`src/rtl/ppg_pkg.sv`:
```
package ppg_pkg;
  // control word bit positions
  localparam int CTL_OUT_EN = 0;
  localparam int CTL_SET_HI = 1;
  localparam int CTL_SET_LO = 2;
  localparam int CTL_W      = 3;

  // next counter value: wrap to zero on reaching the period value
  function automatic logic [31:0] ppg_next_count(input logic [31:0] cur,
                                                 input logic [31:0] top);
    if (cur == top) return 32'd0;
    return cur + 32'd1;
  endfunction

  // resolved flip-flop update: presets beat the toggle, high beats low
  function automatic logic ppg_ff_next(input logic cur, input logic tgl,
                                       input logic set_hi, input logic set_lo);
    if (set_hi) return 1'b1;
    if (set_lo) return 1'b0;
    if (tgl) return ~cur;
    return cur;
  endfunction
endpackage

```
`src/rtl/ppg_counter.sv`:
```
module ppg_counter #(
  parameter int CNT_W = 16
) (
  input  logic             clk,
  input  logic             rst_n,
  input  logic             en,
  input  logic [CNT_W-1:0] top,
  output logic [CNT_W-1:0] cnt,
  output logic             wrap
);
  import ppg_pkg::*;

  logic [31:0] nxt_wide;

  assign wrap     = en && (cnt == top);
  assign nxt_wide = ppg_next_count(32'(cnt), 32'(top));

  always_ff @(posedge clk or negedge rst_n) begin
    if (!rst_n) cnt <= '0;
    else if (en) cnt <= nxt_wide[CNT_W-1:0];
  end

  // clear after a period match
  a_r2_wrap_to_zero: assert property (@(posedge clk) disable iff (!rst_n)
    wrap |=> cnt == '0);
  // single step otherwise
  a_r2_step: assert property (@(posedge clk) disable iff (!rst_n)
    (en && !wrap) |=> cnt == $past(cnt) + 1'b1);
  // hold while disabled
  a_r2_hold: assert property (@(posedge clk) disable iff (!rst_n)
    !en |=> $stable(cnt));
endmodule

```
`src/rtl/ppg_compare.sv`:
```
module ppg_compare #(
  parameter int CNT_W = 16
) (
  input  logic             clk,
  input  logic             rst_n,
  input  logic             en,
  input  logic             wrap,
  input  logic [CNT_W-1:0] cnt,
  input  logic             per_we,
  input  logic [CNT_W-1:0] per_wdata,
  input  logic             wid_we,
  input  logic [CNT_W-1:0] wid_wdata,
  output logic [CNT_W-1:0] per_act,
  output logic             hit_per,
  output logic             hit_wid
);
  logic [CNT_W-1:0] per_hold, wid_hold, wid_act;
  logic             load_act;

  assign load_act = !en || wrap;
  assign hit_per  = en && (cnt == per_act);
  assign hit_wid  = en && (cnt == wid_act);

  always_ff @(posedge clk or negedge rst_n) begin
    if (!rst_n) begin
      per_hold <= '0;
      wid_hold <= '0;
    end else begin
      if (per_we) per_hold <= per_wdata;
      if (wid_we) wid_hold <= wid_wdata;
    end
  end

  always_ff @(posedge clk or negedge rst_n) begin
    if (!rst_n) begin
      per_act <= '0;
      wid_act <= '0;
    end else if (load_act) begin
      per_act <= per_hold;
      wid_act <= wid_hold;
    end
  end

  // active values never move inside a running period
  a_r8_no_midperiod_load: assert property (@(posedge clk) disable iff (!rst_n)
    (en && !wrap) |=> ($stable(per_act) && $stable(wid_act)));
  // a running clear takes the holding value
  a_r8_load_on_clear: assert property (@(posedge clk) disable iff (!rst_n)
    wrap |=> per_act == $past(per_hold));
endmodule

```
`src/rtl/ppg_outff.sv`:
```
module ppg_outff (
  input  logic clk,
  input  logic rst_n,
  input  logic tgl,
  input  logic set_hi,
  input  logic set_lo,
  output logic ff
);
  import ppg_pkg::*;

  always_ff @(posedge clk or negedge rst_n) begin
    if (!rst_n) ff <= 1'b0;
    else ff <= ppg_ff_next(ff, tgl, set_hi, set_lo);
  end

  // high preset wins over everything
  a_r6_set_hi_wins: assert property (@(posedge clk) disable iff (!rst_n)
    set_hi |=> ff);
  // low preset when high is absent
  a_r6_set_lo: assert property (@(posedge clk) disable iff (!rst_n)
    (set_lo && !set_hi) |=> !ff);
  // inversion on a match without preset
  a_r5_invert: assert property (@(posedge clk) disable iff (!rst_n)
    (tgl && !set_hi && !set_lo) |=> ff != $past(ff));
  // no change without a match or preset
  a_r5_quiet: assert property (@(posedge clk) disable iff (!rst_n)
    (!tgl && !set_hi && !set_lo) |=> $stable(ff));
endmodule

```
`src/rtl/ppg_timer.sv`:
```
module ppg_timer #(
  parameter int CNT_W = 16
) (
  input  logic             clk,
  input  logic             rst_n,
  input  logic             cnt_en,
  input  logic             per_we,
  input  logic [CNT_W-1:0] per_wdata,
  input  logic             wid_we,
  input  logic [CNT_W-1:0] wid_wdata,
  input  logic             ctl_we,
  input  logic [2:0]       ctl_wdata,
  output logic             pwm_o
);
  import ppg_pkg::*;

  logic [CNT_W-1:0] cnt, per_act;
  logic             wrap, hit_per, hit_wid, toggle_evt;
  logic             set_hi_evt, set_lo_evt, ff, out_en;

  assign set_hi_evt = ctl_we && ctl_wdata[CTL_SET_HI];
  assign set_lo_evt = ctl_we && ctl_wdata[CTL_SET_LO];
  assign toggle_evt = hit_per || hit_wid;

  always_ff @(posedge clk or negedge rst_n) begin
    if (!rst_n) out_en <= 1'b0;
    else if (ctl_we) out_en <= ctl_wdata[CTL_OUT_EN];
  end

  ppg_counter #(.CNT_W(CNT_W)) u_cnt (
    .clk(clk), .rst_n(rst_n), .en(cnt_en), .top(per_act),
    .cnt(cnt), .wrap(wrap)
  );

  ppg_compare #(.CNT_W(CNT_W)) u_cmp (
    .clk(clk), .rst_n(rst_n), .en(cnt_en), .wrap(wrap), .cnt(cnt),
    .per_we(per_we), .per_wdata(per_wdata),
    .wid_we(wid_we), .wid_wdata(wid_wdata),
    .per_act(per_act), .hit_per(hit_per), .hit_wid(hit_wid)
  );

  ppg_outff u_ff (
    .clk(clk), .rst_n(rst_n), .tgl(toggle_evt),
    .set_hi(set_hi_evt), .set_lo(set_lo_evt), .ff(ff)
  );

  assign pwm_o = out_en && ff;

  // pin is quiet when the output is off
  a_r7_gated: assert property (@(posedge clk) disable iff (!rst_n)
    !out_en |-> !pwm_o);
  // the period match and the counter clear coincide
  a_r5_match_is_clear: assert property (@(posedge clk) disable iff (!rst_n)
    hit_per |-> wrap);
  // after reset the flip-flop starts low
  a_r1_reset_low: assert property (@(posedge clk)
    !rst_n |=> !ff);
endmodule

```
`config.mk`:
```
export PLATFORM = sky130hd
export DESIGN_NAME = ppg_timer
export DESIGN_NICKNAME = d
export VERILOG_FILES = /design/src/rtl/ppg_pkg.sv /design/src/rtl/ppg_counter.sv /design/src/rtl/ppg_compare.sv /design/src/rtl/ppg_outff.sv /design/src/rtl/ppg_timer.sv
export SDC_FILE = /design/constraint.sdc
export NUM_CORES = 1
export LEC_CHECK = 0
export ABC_CLOCK_PERIOD_IN_PS = 3900
export BUFFER_PORTS_ARGS = -buffer_cell sky130_fd_sc_hd__buf_2
export CAP_MARGIN = 20
export CORE_MARGIN = 4
export CORE_UTILIZATION = 50
export DETAILED_ROUTE_END_ITERATION = 16
export PLACE_DENSITY_LB_ADDON = 0.05
export SLEW_MARGIN = 10
export SYNTH_ARGS = -nofsm -noshare
export SYNTH_HDL_FRONTEND = slang
export SYNTH_SLANG_ARGS = --single-unit
```
`constraint.sdc`:
```
create_clock -name clk -period 3.9 [get_ports clk]
set_clock_uncertainty 0.15 [all_clocks]
set_input_delay 0.39 -clock clk [delete_from_list [all_inputs] [get_ports clk]]
set_output_delay 0.39 -clock clk [all_outputs]
set_load 0.01 [all_outputs]
```
==> impl_metrics.json, run 1 <==
{
  "regToRegEndpoint": "u_cmp.wid_act[6]",
  "fin_crit_ps": 2620,
  "crit_required_ps": 3970,
  "grt_use_total_pct": 15.8,
  "max_stage_delay_ps": 650,
  "setup_viol": 0,
  "drt-initial-drc-count": 41,
  "synth_area_leader_cell": "dfrtp_1",
  "multi_input_area_mm2": 0.00148,
  "crit_chain": "xor2_1 -> nor4_1 -> nand4_1 -> nand2_2 -> mux2_2",
  "internal_power_mw": 1.48,
  "hold_viol_final": 0,
  "slowest_stage": "nand2_2",
  "final_common_cell": "dfrtp_1",
  "area_delta_synth_final_pct": 13.3,
  "hold_depth": 2,
  "power_frac_comb_pct": 13.8,
  "start_util_pct": 52.6,
  "first_pass_iters": 4,
  "hpwl_mm": 4.44,
  "ys_ff_latch": 82,
  "core_area_mm2": 0.00691,
  "arrival_ps": 2700,
  "die_area_mm2": 0.00869,
  "final_layout_size_suffix_gt1_share_pct": 31.2,
  "io_buffer_count": 41,
  "finalMaxSlewViolations": 0,
  "rr_worst_depth": 5,
  "vias": 2068,
  "clkPwrFrac_pct": 32.2,
  "dp_cells": 393,
  "ys_types": 29,
  "cts_buffer_depth": 2,
  "status": "completed",
  "worstPathMaxFanout": 34,
  "power_mw": 2.00,
  "n_fill_cell": 608,
  "finalSetupTns_ps": 0,
  "cts_tree": "yes",
  "min_from": "wid_wdata[12]",
  "seq_power_share_pct": 54.0,
  "period_share_pct": 67.3,
  "power_density_mw_per_mm2": 486,
  "grt_setup_unrepaired": "no",
  "post_drt_wl_per_cell_um": 14.9,
  "worstHoldEndpoint": "u_cmp.wid_hold[12]",
  "seqCellArea_mm2": 0.00205,
  "start_kind": "flop",
  "fin_area_mm2": 0.00411,
  "cts-buffers-inserted": 9,
  "setup_ws_ps": 1280,
  "hold_path.class": "primary input to flop",
  "syn_nets": 312,
  "die_w_um": 93.2,
  "cts_resized": 0,
  "ant_nets": 0,
  "nets": 352,
  "avgSynthCellArea_um2": 13.4,
  "gp_congestion": 0.899,
  "tightest_slew_ps": 818,
  "p_leak_nw": 1.82,
  "cap_violations": 0,
  "clock_sinks": 82,
  "drt-total-wl_mm": 6.09,
  "p_sw_share_pct": 26.0,
  "end_kind": "flop",
  "chipHeight_um": 93.2,
  "io_pins": 42,
  "routed.top_layer": "met4",
  "fin_cells": 410,
  "synth_area_mm2": 0.00363,
  "rr_startpoint": "u_cnt.cnt[5]",
  "post-synth-top-area-fraction_pct": 56.5,
  "grt_max_degree": 83,
  "met3_length_um": 276,
  "r2r_slack_ps": 1280,
  "grt-ovfl-total": 0,
  "synth-seq-area-share_pct": 56.5,
  "syn_inst": 270,
  "hold_ws_ps": 119,
  "final_cell_mix": "dfrtp_1 (82), buf_2 (40), mux2_2 (37)",
  "via_per_inst": 5.04,
  "slew_headroom_pct": 45.3,
  "grt_pass1_vias": 2174,
  "dp_slack_ps": 1280,
  "postPlaceCellArea_mm2": 0.00387,
  "crit_type": "flop to flop",
  "synthTopCellsByArea": "dfrtp_1 (57%), mux2_2 (11%), mux2_1 (8.7%)",
  "drc": 0,
  "max_freq_ghz": 0.381,
  "drt-met1-wl_mm": 3.08,
  "final_util_pct": 59.5,
  "grt_pass1_wl_mm": 10.7,
  "cts.clk_slew.worst_paths_ps": 80,
  "antenna_found_initial": 0,
  "cts-root-buf": "clkbuf_8",
  "wl_met2_mm": 2.66,
  "switchingPower_mw": 0.520,
  "vdd_drop_max_v": 0.000204,
  "cts_max_level": 3,
  "yosysWarnings": 0,
  "clock_latency_ps": 340,
  "diodes": 0,
  "rows": 30
}
[how the worst max path moves through the flow]
stage / end / startpoint / cells after the start
2_1_floorplan: u_cmp.per_act[0] / u_cnt.cnt[9] / 7
3_3_place_gp: u_cmp.wid_act[7] / u_cnt.cnt[5] / 5
3_5_place_dp: u_cmp.wid_act[6] / u_cnt.cnt[5] / 5
4_1_cts: u_cmp.wid_act[6] / u_cnt.cnt[5] / 5
5_1_grt: u_cmp.per_act[8] / u_cnt.cnt[5] / 5
6_report: u_cmp.wid_act[6] / u_cnt.cnt[5] / 5
[area by class of cell]
| cell class | count | area share, % |
|---|---|---|
| clock inverters | 5 | 1.95 |
| clock buffers | 10 | 3.10 |
| multi-input cells | 171 | 36.1 |
| well taps | 96 | 2.92 |
| repair buffers | 43 | 5.78 |
| flip-flops and latches | 82 | 49.9 |
| inverters | 3 | 0.274 |
[timing repair]
action | in CTS | in global routing
buffers inserted | 0 | 0
hold buffers | 0 | 1
endpoints found under the hold margin | 0 | 38
[metal layers]
layer,up-vias,GRT usage (%)
met2,45,23.2
met4,0,5.13
met5,-,0
li1,1010,-
met3,8,4.34
met1,1005,22.9
[state kept, by name (all words and copies together), names as in the netlist]
register,cells
u_cmp.wid_hold,16
u_cmp.per_hold,16
u_cmp.per_act,16
u_cnt.cnt,16
u_ff.ff,1
out_en,1
u_cmp.wid_act,16
[power by group through the flow]
stage / registers (mW) / logic [mW] / clock network (mW)
2_1_floorplan: 1.03 / 0.242 / 0
3_3_place_gp: 1.09 / 0.271 / 0
3_5_place_dp: 1.10 / 0.277 / 0
4_1_cts: 1.08 / 0.279 / 0.661
5_1_grt: 1.09 / 0.314 / 0.696
6_report: 1.08 / 0.276 / 0.644
[cell usage after synthesis]
cell type / instances
a221oi_1: 1
a32o_1: 1
xor2_1: 26
inv_1: 3
clkbuf_1: 4
nor4_1: 1
o2bb2ai_1: 1
nand3_1: 3
dfrtp_1: 82
nor3_1: 3
buf_2: 7
nand2_1: 8
mux2_2: 37
and3_1: 3
buf_6: 3
a21oi_1: 1
nor4_2: 3
and4_1: 2
xnor2_1: 20
a211o_1: 1
mux2_1: 28
nor2_2: 1
nor2_1: 17
nand2_2: 1
mux2i_1: 1
nor2b_1: 2
nand4_1: 8
and2_1: 1
ha_1: 1
[critical path: cells and delay by family (launching register included)]
family / cells / cell delay, ps
xor gates and xnor gates: 1 / 200
DFF: 1 / 470
and+or+nand+nor: 3 / 1270
muxes: 1 / 410
[cells by family after synthesis]
| kind of cell | after synthesis | share of synthesized area (%) |
|---|---|---|
| and+or+nand+nor | 53 | 7.86 |
| xor gates and xnor gates | 46 | 11.1 |
| DFF | 82 | 56.5 |
| adders and majority gates | 1 | 0.345 |
| buffers and inverters | 17 | 2.62 |
| AOI/OAI and AO/OA | 5 | 1.14 |
| muxes | 66 | 20.4 |
(Power assumes the default switching activity.)
==> run 2: changes to the inputs <==
ABC_AREA = 1   (was default)
ABC_CLOCK_PERIOD_IN_PS = 2400   (was 3900)
clock period = 2.4 ns   (was 3.9 ns; I/O delays follow)
==> run 2 against run 1 <==
  * Flip-flop and latch count unchanged
  * Global-route usage up 3.2 points
  * Routed wire length is 35% higher
  * First-iteration DRC count grew to 2.9 times the previous value
  * Synthesized area up 8.5%
  * Final area is 15% higher
  * Critical path depth increased by 4
  * Final cell count rose by 59%
  * Highest routed layer unchanged
  * Synthesized cell count grew 74%
  * Combinational power grew to 3.2 times the previous value
==> impl_metrics.json, run 2 <==
{
  "routed.top_layer": "met4",
  "rr_worst_depth": 9,
  "yosysWarnings": 0,
  "grt_pass1_vias": 3085,
  "cp-startpoint": "u_cnt.cnt[4]",
  "synth_top_family_by_area": "simple AND/OR/NAND/NOR gates",
  "grt_setup_unrepaired": "no",
  "ys_top_cells_by_count": "nand2_1 (142), dfrtp_1 (82), inv_1 (61), o21ai_0 (38), nor2_1 (31)",
  "drt-initial-drc-count": 119,
  "io_buffer_count": 41,
  "final_layout_size_suffix_gt1_share_pct": 18.8,
  "power_density_mw_per_mm2": 756,
  "met3_length_um": 305,
  "io_pins": 42,
  "period_share_pct": 85.7,
  "syn_nets": 511,
  "fin_crit_ps": 2060,
  "syn_inst": 469,
  "slew_headroom_pct": 60.4,
  "first_pass_iters": 4,
  "gp_congestion": 0.951,
  "post_drt_wl_per_cell_um": 12.6,
  "grt_use_total_pct": 19.0,
  "clock_latency_ps": 350,
  "cp-endpoint": "u_cnt.cnt[3]",
  "ant_nets": 0,
  "die_w_um": 96.8,
  "synth_area_mm2": 0.00394,
  "cts_max_level": 3,
  "hold_depth": 2,
  "final_cell_mix": "nand2_1 (142), dfrtp_1 (82), inv_1 (61)",
  "cts_setup_buffers": 0,
  "hpwl_mm": 5.81,
  "yosys.area_share.simple_pct": 22.2,
  "final_util_pct": 61.6,
  "rows": 32,
  "synth-seq-area-share_pct": 52.1,
  "drt-met1-wl_mm": 4.14,
  "setup_viol": 0,
  "grt_pass1_wl_mm": 14.6,
  "cts-root-buf": "clkbuf_8",
  "arrival_ps": 2150,
  "chipHeight_um": 96.8,
  "final_common_cell": "nand2_1",
  "post-synth-top-area-fraction_pct": 52.1,
  "synth-adder-area-share_pct": 0.318,
  "rr_startpoint": "u_cnt.cnt[4]",
  "clock_sinks": 82,
  "cts-buffers-inserted": 9,
  "hold_ws_ps": 24.9,
  "start_util_pct": 51.3,
  "hold_path.class": "primary input to flop",
  "antenna_found_initial": 0,
  "end_kind": "flop",
  "cts_buffer_depth": 2,
  "fin_area_mm2": 0.00474,
  "grt_max_degree": 83,
  "crit_required_ps": 2490,
  "diodes": 0,
  "p_leak_nw": 2.44,
  "postPlaceCellArea_mm2": 0.00421,
  "hold_viol_final": 0,
  "synth_compound_gate_area_share_pct": 6.41,
  "status": "completed",
  "regToRegEndpoint": "u_cnt.cnt[3]",
  "tightest_slew_ps": 592,
  "finalMaxSlewViolations": 0,
  "synth_mux_area_share_pct": 7.43,
  "finalSetupTns_ps": 0,
  "cts_resized": 0,
  "max_freq_ghz": 0.486,
  "dp_slack_ps": 362,
  "r2r_slack_ps": 340,
  "cts.clk_slew.worst_paths_ps": 80,
  "worstPathMaxFanout": 15,
  "grt-ovfl-total": 0,
  "yosysMostFrequentCell": "nand2_1",
  "synth_edf_count": 0,
  "ys_types": 26,
  "n_fill_cell": 707,
  "vias": 3063,
  "vdd_drop_max_v": 0.000352,
  "nets": 586,
  "die_area_mm2": 0.00936,
  "ys_ff_latch": 82,
  "synthArstFlopShare_pct": 100,
  "drc": 0,
  "drt-total-wl_mm": 8.22,
  "start_kind": "flop",
  "wl_met2_mm": 3.69,
  "area_delta_synth_final_pct": 20.2,
  "core_area_mm2": 0.00769,
  "synthFlopType": "dfrtp_1",
  "cts_tree": "yes",
  "crit_type": "flop to flop",
  "via_per_inst": 4.71,
  "synthTopCellsByArea": "dfrtp_1 (52%), nand2_1 (14%), mux2_2 (7.4%)",
  "cap_violations": 0,
  "synth_area_leader_cell": "dfrtp_1",
  "synth_xor_area_share_pct": 1.78,
  "setup_ws_ps": 343,
  "avgSynthCellArea_um2": 8.40
}
[run 2: cell count changes after synthesis, moves of 23 or more]
| cell | before | now |
|---|---|---|
| o21ai_0 | 0 | 38 |
| xor2_1 | 26 | 3 |
| inv_1 | 3 | 61 |
| mux2_1 | 28 | 0 |
| nand3_1 | 3 | 26 |
| nand2_1 | 8 | 142 |
[run 2: worst min path at each step]
stage / startpoint / slack, ps / to
4_1_cts: ctl_we / 10 / out_en
6_report: ctl_we / 20 / out_en
3_5_place_dp: rst_n / 150 / u_cmp.per_hold[5]
2_1_floorplan: rst_n / -210 / out_en
5_1_grt: ctl_we / 30 / out_en
3_3_place_gp: rst_n / 160 / u_cmp.per_hold[5]
[run 2: kinds of logic after synthesis]
kind of cell / count (synthesis)
AO/OA/AOI/OAI: 49
XOR/XNOR: 8
adder cells (fa/ha/maj): 1
buffers and inverters: 88
flip-flops: 82
multiplexers: 26
AND/OR/NAND/NOR: 215
[run 2: routing by layer]
metal | track usage, % | vias up
met1 | 27.9 | 1388
li1 | - | 1604
met2 | 27.7 | 65
met5 | 0 | -
met4 | 7.56 | 0
met3 | 3.60 | 6
[run 2: area by class of cell]
class | count | area [um2] | area share, %
Sequential cell | 82 | 2050 | 43.3
Multi-Input combinational cell | 299 | 1500 | 31.7
Timing Repair Buffer | 80 | 616 | 13.0
Inverter | 72 | 270 | 5.71
Clock buffer | 10 | 138 | 2.91
Tap cell | 102 | 128 | 2.69
Clock inverter | 5 | 31.3 | 0.661
[run 2: power by group]
part           switching, mW  leakage [nW]  internal (mW)
combinational          0.503          1.39          0.377
sequential             0.234         0.964           1.59
clock                  0.487        0.0879          0.394
[run 2: timing repair]
item | 4_1_cts | 5_1_grt
hold buffers | 36 | 0
endpoints found under the setup margin | 0 | 0
endpoints found under the hold margin | 116 | 0
[run 2: through the flow]
step,power [mW],instances
after global routing,3.85,650
after floorplan,2.44,469
after CTS,3.61,650
after global placement,2.66,599
final,3.58,650
after detailed placement,2.68,599
[run 2: critical path, cell delays in order (launching register included)]
cell	delay (ps)
dfrtp_1	490
inv_2	80
nand2_1	60
nand2_1	50
nor2_1	130
nand2_1	80
nor2_2	140
nand3_1	450
nand3b_1	250
inv_1	60
==> run 3: changes to the inputs <==
CELL_PAD_IN_SITES_DETAIL_PLACEMENT = 1   (was default)
CELL_PAD_IN_SITES_GLOBAL_PLACEMENT = 1   (was default)
CORE_UTILIZATION = 40   (was 50)
==> run 3 against run 2 <==
  * Final area rose by 2.2%
  * Worst setup slack got worse by 6.5 ps
  * Routed wire length rose by 12%
  * First-iteration DRC count fell by 24%
  * Die area rose by 23%
  * Final cell count rose by 4.6%
  * Register-to-register slack barely moved
  * Clock-buffer cell count did not move
  * Via count rose by 4.0%
  * Critical path type unchanged
  * Critical endpoint is now u_cmp.per_act[15]
  * Highest routed layer unchanged
==> impl_metrics.json, run 3 (synthesized netlist as in run 2, its figures left out) <==
{
  "status": "completed",
  "hpwl_mm": 6.58,
  "p_leak_nw": 2.47,
  "crit_chain": "inv_2 -> nand2_1 -> nand2_1 -> nor2_1 -> nand2_1 -> nor2_2 -> nand2_2 -> nand2_2 -> buf_12 -> nor2_1 -> a21oi_1",
  "cts_buffer_depth": 2,
  "hold_path.class": "primary input to flop",
  "grt-ovfl-total": 0,
  "power_frac_comb_pct": 23.0,
  "clock_sinks": 82,
  "end_kind": "flop",
  "grt_pass1_wl_mm": 15.6,
  "nets": 588,
  "crit_type": "flop to flop",
  "cap_violations": 0,
  "io_pins": 42,
  "cts_max_level": 3,
  "n_fill_cell": 1163,
  "arrival_ps": 2190,
  "p_sw_share_pct": 33.0,
  "max_stage_delay_ps": 480,
  "drt-initial-drc-count": 90,
  "io_buffer_count": 41,
  "worstPathMaxFanout": 43,
  "hold_ws_ps": 18.1,
  "clkPwrFrac_pct": 29.4,
  "final_layout_size_suffix_gt1_share_pct": 19.2,
  "start_util_pct": 41.8,
  "grt_pass1_vias": 3294,
  "core_area_mm2": 0.00942,
  "cts_setup_buffers": 0,
  "period_share_pct": 86.0,
  "gp_congestion": 0.818,
  "fin_crit_ps": 2060,
  "slew_headroom_pct": 65.5,
  "grt_max_degree": 44,
  "slowest_stage": "dfrtp_1",
  "tightest_slew_ps": 517,
  "cts-buffers-inserted": 9,
  "crit_top_cell": "nand2_1",
  "vias": 3184,
  "grt_setup_unrepaired": "no",
  "clock_latency_ps": 350,
  "power_mw": 3.85,
  "crit_required_ps": 2530,
  "max_freq_ghz": 0.485,
  "drt-total-wl_mm": 9.17,
  "power_density_mw_per_mm2": 795,
  "setup_viol": 0,
  "cts.clk_slew.worst_paths_ps": 90,
  "drc": 0,
  "cts_tree": "yes",
  "r2r_slack_ps": 340,
  "chipHeight_um": 107,
  "post_drt_wl_per_cell_um": 13.5,
  "internal_power_mw": 2.58,
  "start_kind": "flop",
  "ant_nets": 0,
  "cts-root-buf": "clkbuf_8",
  "grt_use_total_pct": 17.1,
  "dp_slack_ps": 353,
  "antenna_found_initial": 0,
  "final_cell_mix": "nand2_1 (142), dfrtp_1 (82), inv_1 (61)",
  "fin_area_mm2": 0.00484,
  "finalMaxSlewViolations": 0,
  "seq_power_share_pct": 47.7,
  "die_w_um": 107,
  "hold_viol_final": 0,
  "first_pass_iters": 4,
  "setup_ws_ps": 337,
  "die_area_mm2": 0.0115,
  "area_delta_synth_final_pct": 22.9,
  "diodes": 0,
  "final_common_cell": "nand2_1",
  "postPlaceCellArea_mm2": 0.00426,
  "switchingPower_mw": 1.27,
  "vdd_drop_max_v": 0.000324,
  "via_per_inst": 4.68,
  "finalSetupTns_ps": 0,
  "rows": 35
}
==> run 3: changes by cell type in the layout (fill, tap and decap cells not counted), sizes merged <==
| cell | delta |
|---|---|
| clkinv | -3 |
| buf | +2 |
| bufinv | +2 |
| clkinvlp | +1 |
| inv | +1 |
==> run 3: power groups by stage <==
stage | logic [mW] | registers (mW) | clock network, mW
2_1_floorplan | 0.692 | 1.74 | 0
3_3_place_gp | 0.820 | 1.86 | 0
3_5_place_dp | 0.855 | 1.86 | 0
4_1_cts | 0.904 | 1.84 | 1.17
5_1_grt | 1.03 | 1.87 | 1.23
6_report | 0.885 | 1.83 | 1.13
==> run 3: path summary, 6_finish.rpt <==
| kind | to | startpoint | cells after the start |
|---|---|---|---|
| max in group asynchronous | u_cmp.wid_act[11] | rst_n | 3 |
| max | u_cmp.per_act[15] | u_cnt.cnt[3] | 11 |
| min in group asynchronous | u_cmp.per_hold[4] | rst_n | 2 |
| min | out_en | ctl_we | 2 |
| max reg2reg | u_cmp.per_act[15] | u_cnt.cnt[3] | 11 |
| min reg2reg | u_cmp.per_act[2] | u_cmp.per_hold[2] | 2 |
==> run 3: stage by stage <==
stage	utilization, %	std cells
finish	51.4	680
global route	51.4	680
CTS	51.4	680
detailed placement	45.2	628
global placement	45.2	628
floorplan	-	469
==> run 3: worst max-delay path, delay by kind of cell, from the launching register on <==
kind,cells,cell delay [ps]
AND/OR/NAND/NOR,8,880
flip-flops,1,480
AO/OA/AOI/OAI,1,110
buffers and inverters,2,350
==> run 3: repair_timing <==
action | CTS | global route
gates resized for setup | 0 | 0
hold buffers | 36 | 0
endpoints found under the setup margin | 0 | 0
endpoints found under the hold margin | 71 | 0
==> run 3: final cells by class <==
cell class              instances  area [um2]  share of cell area, %
well taps                     129         161                   3.33
clock inverters                 6        88.8                   1.83
flip-flops and latches         82        2050                   42.4
clock buffers                  10         138                   2.84
inverters                      72         270                   5.58
repair buffers                 82         631                   13.0
multi-input cells             299        1500                   31.0
==> run 3: metal layers <==
layer  vias to the layer above  track usage (%)  share of wire [%]
met4                         0             5.48                1.2
met3                         9             2.83                2.9
met5                         -                0                  0
met1                      1524             23.8                 49
met2                        42             27.2                 46
li1                       1609                -                  -
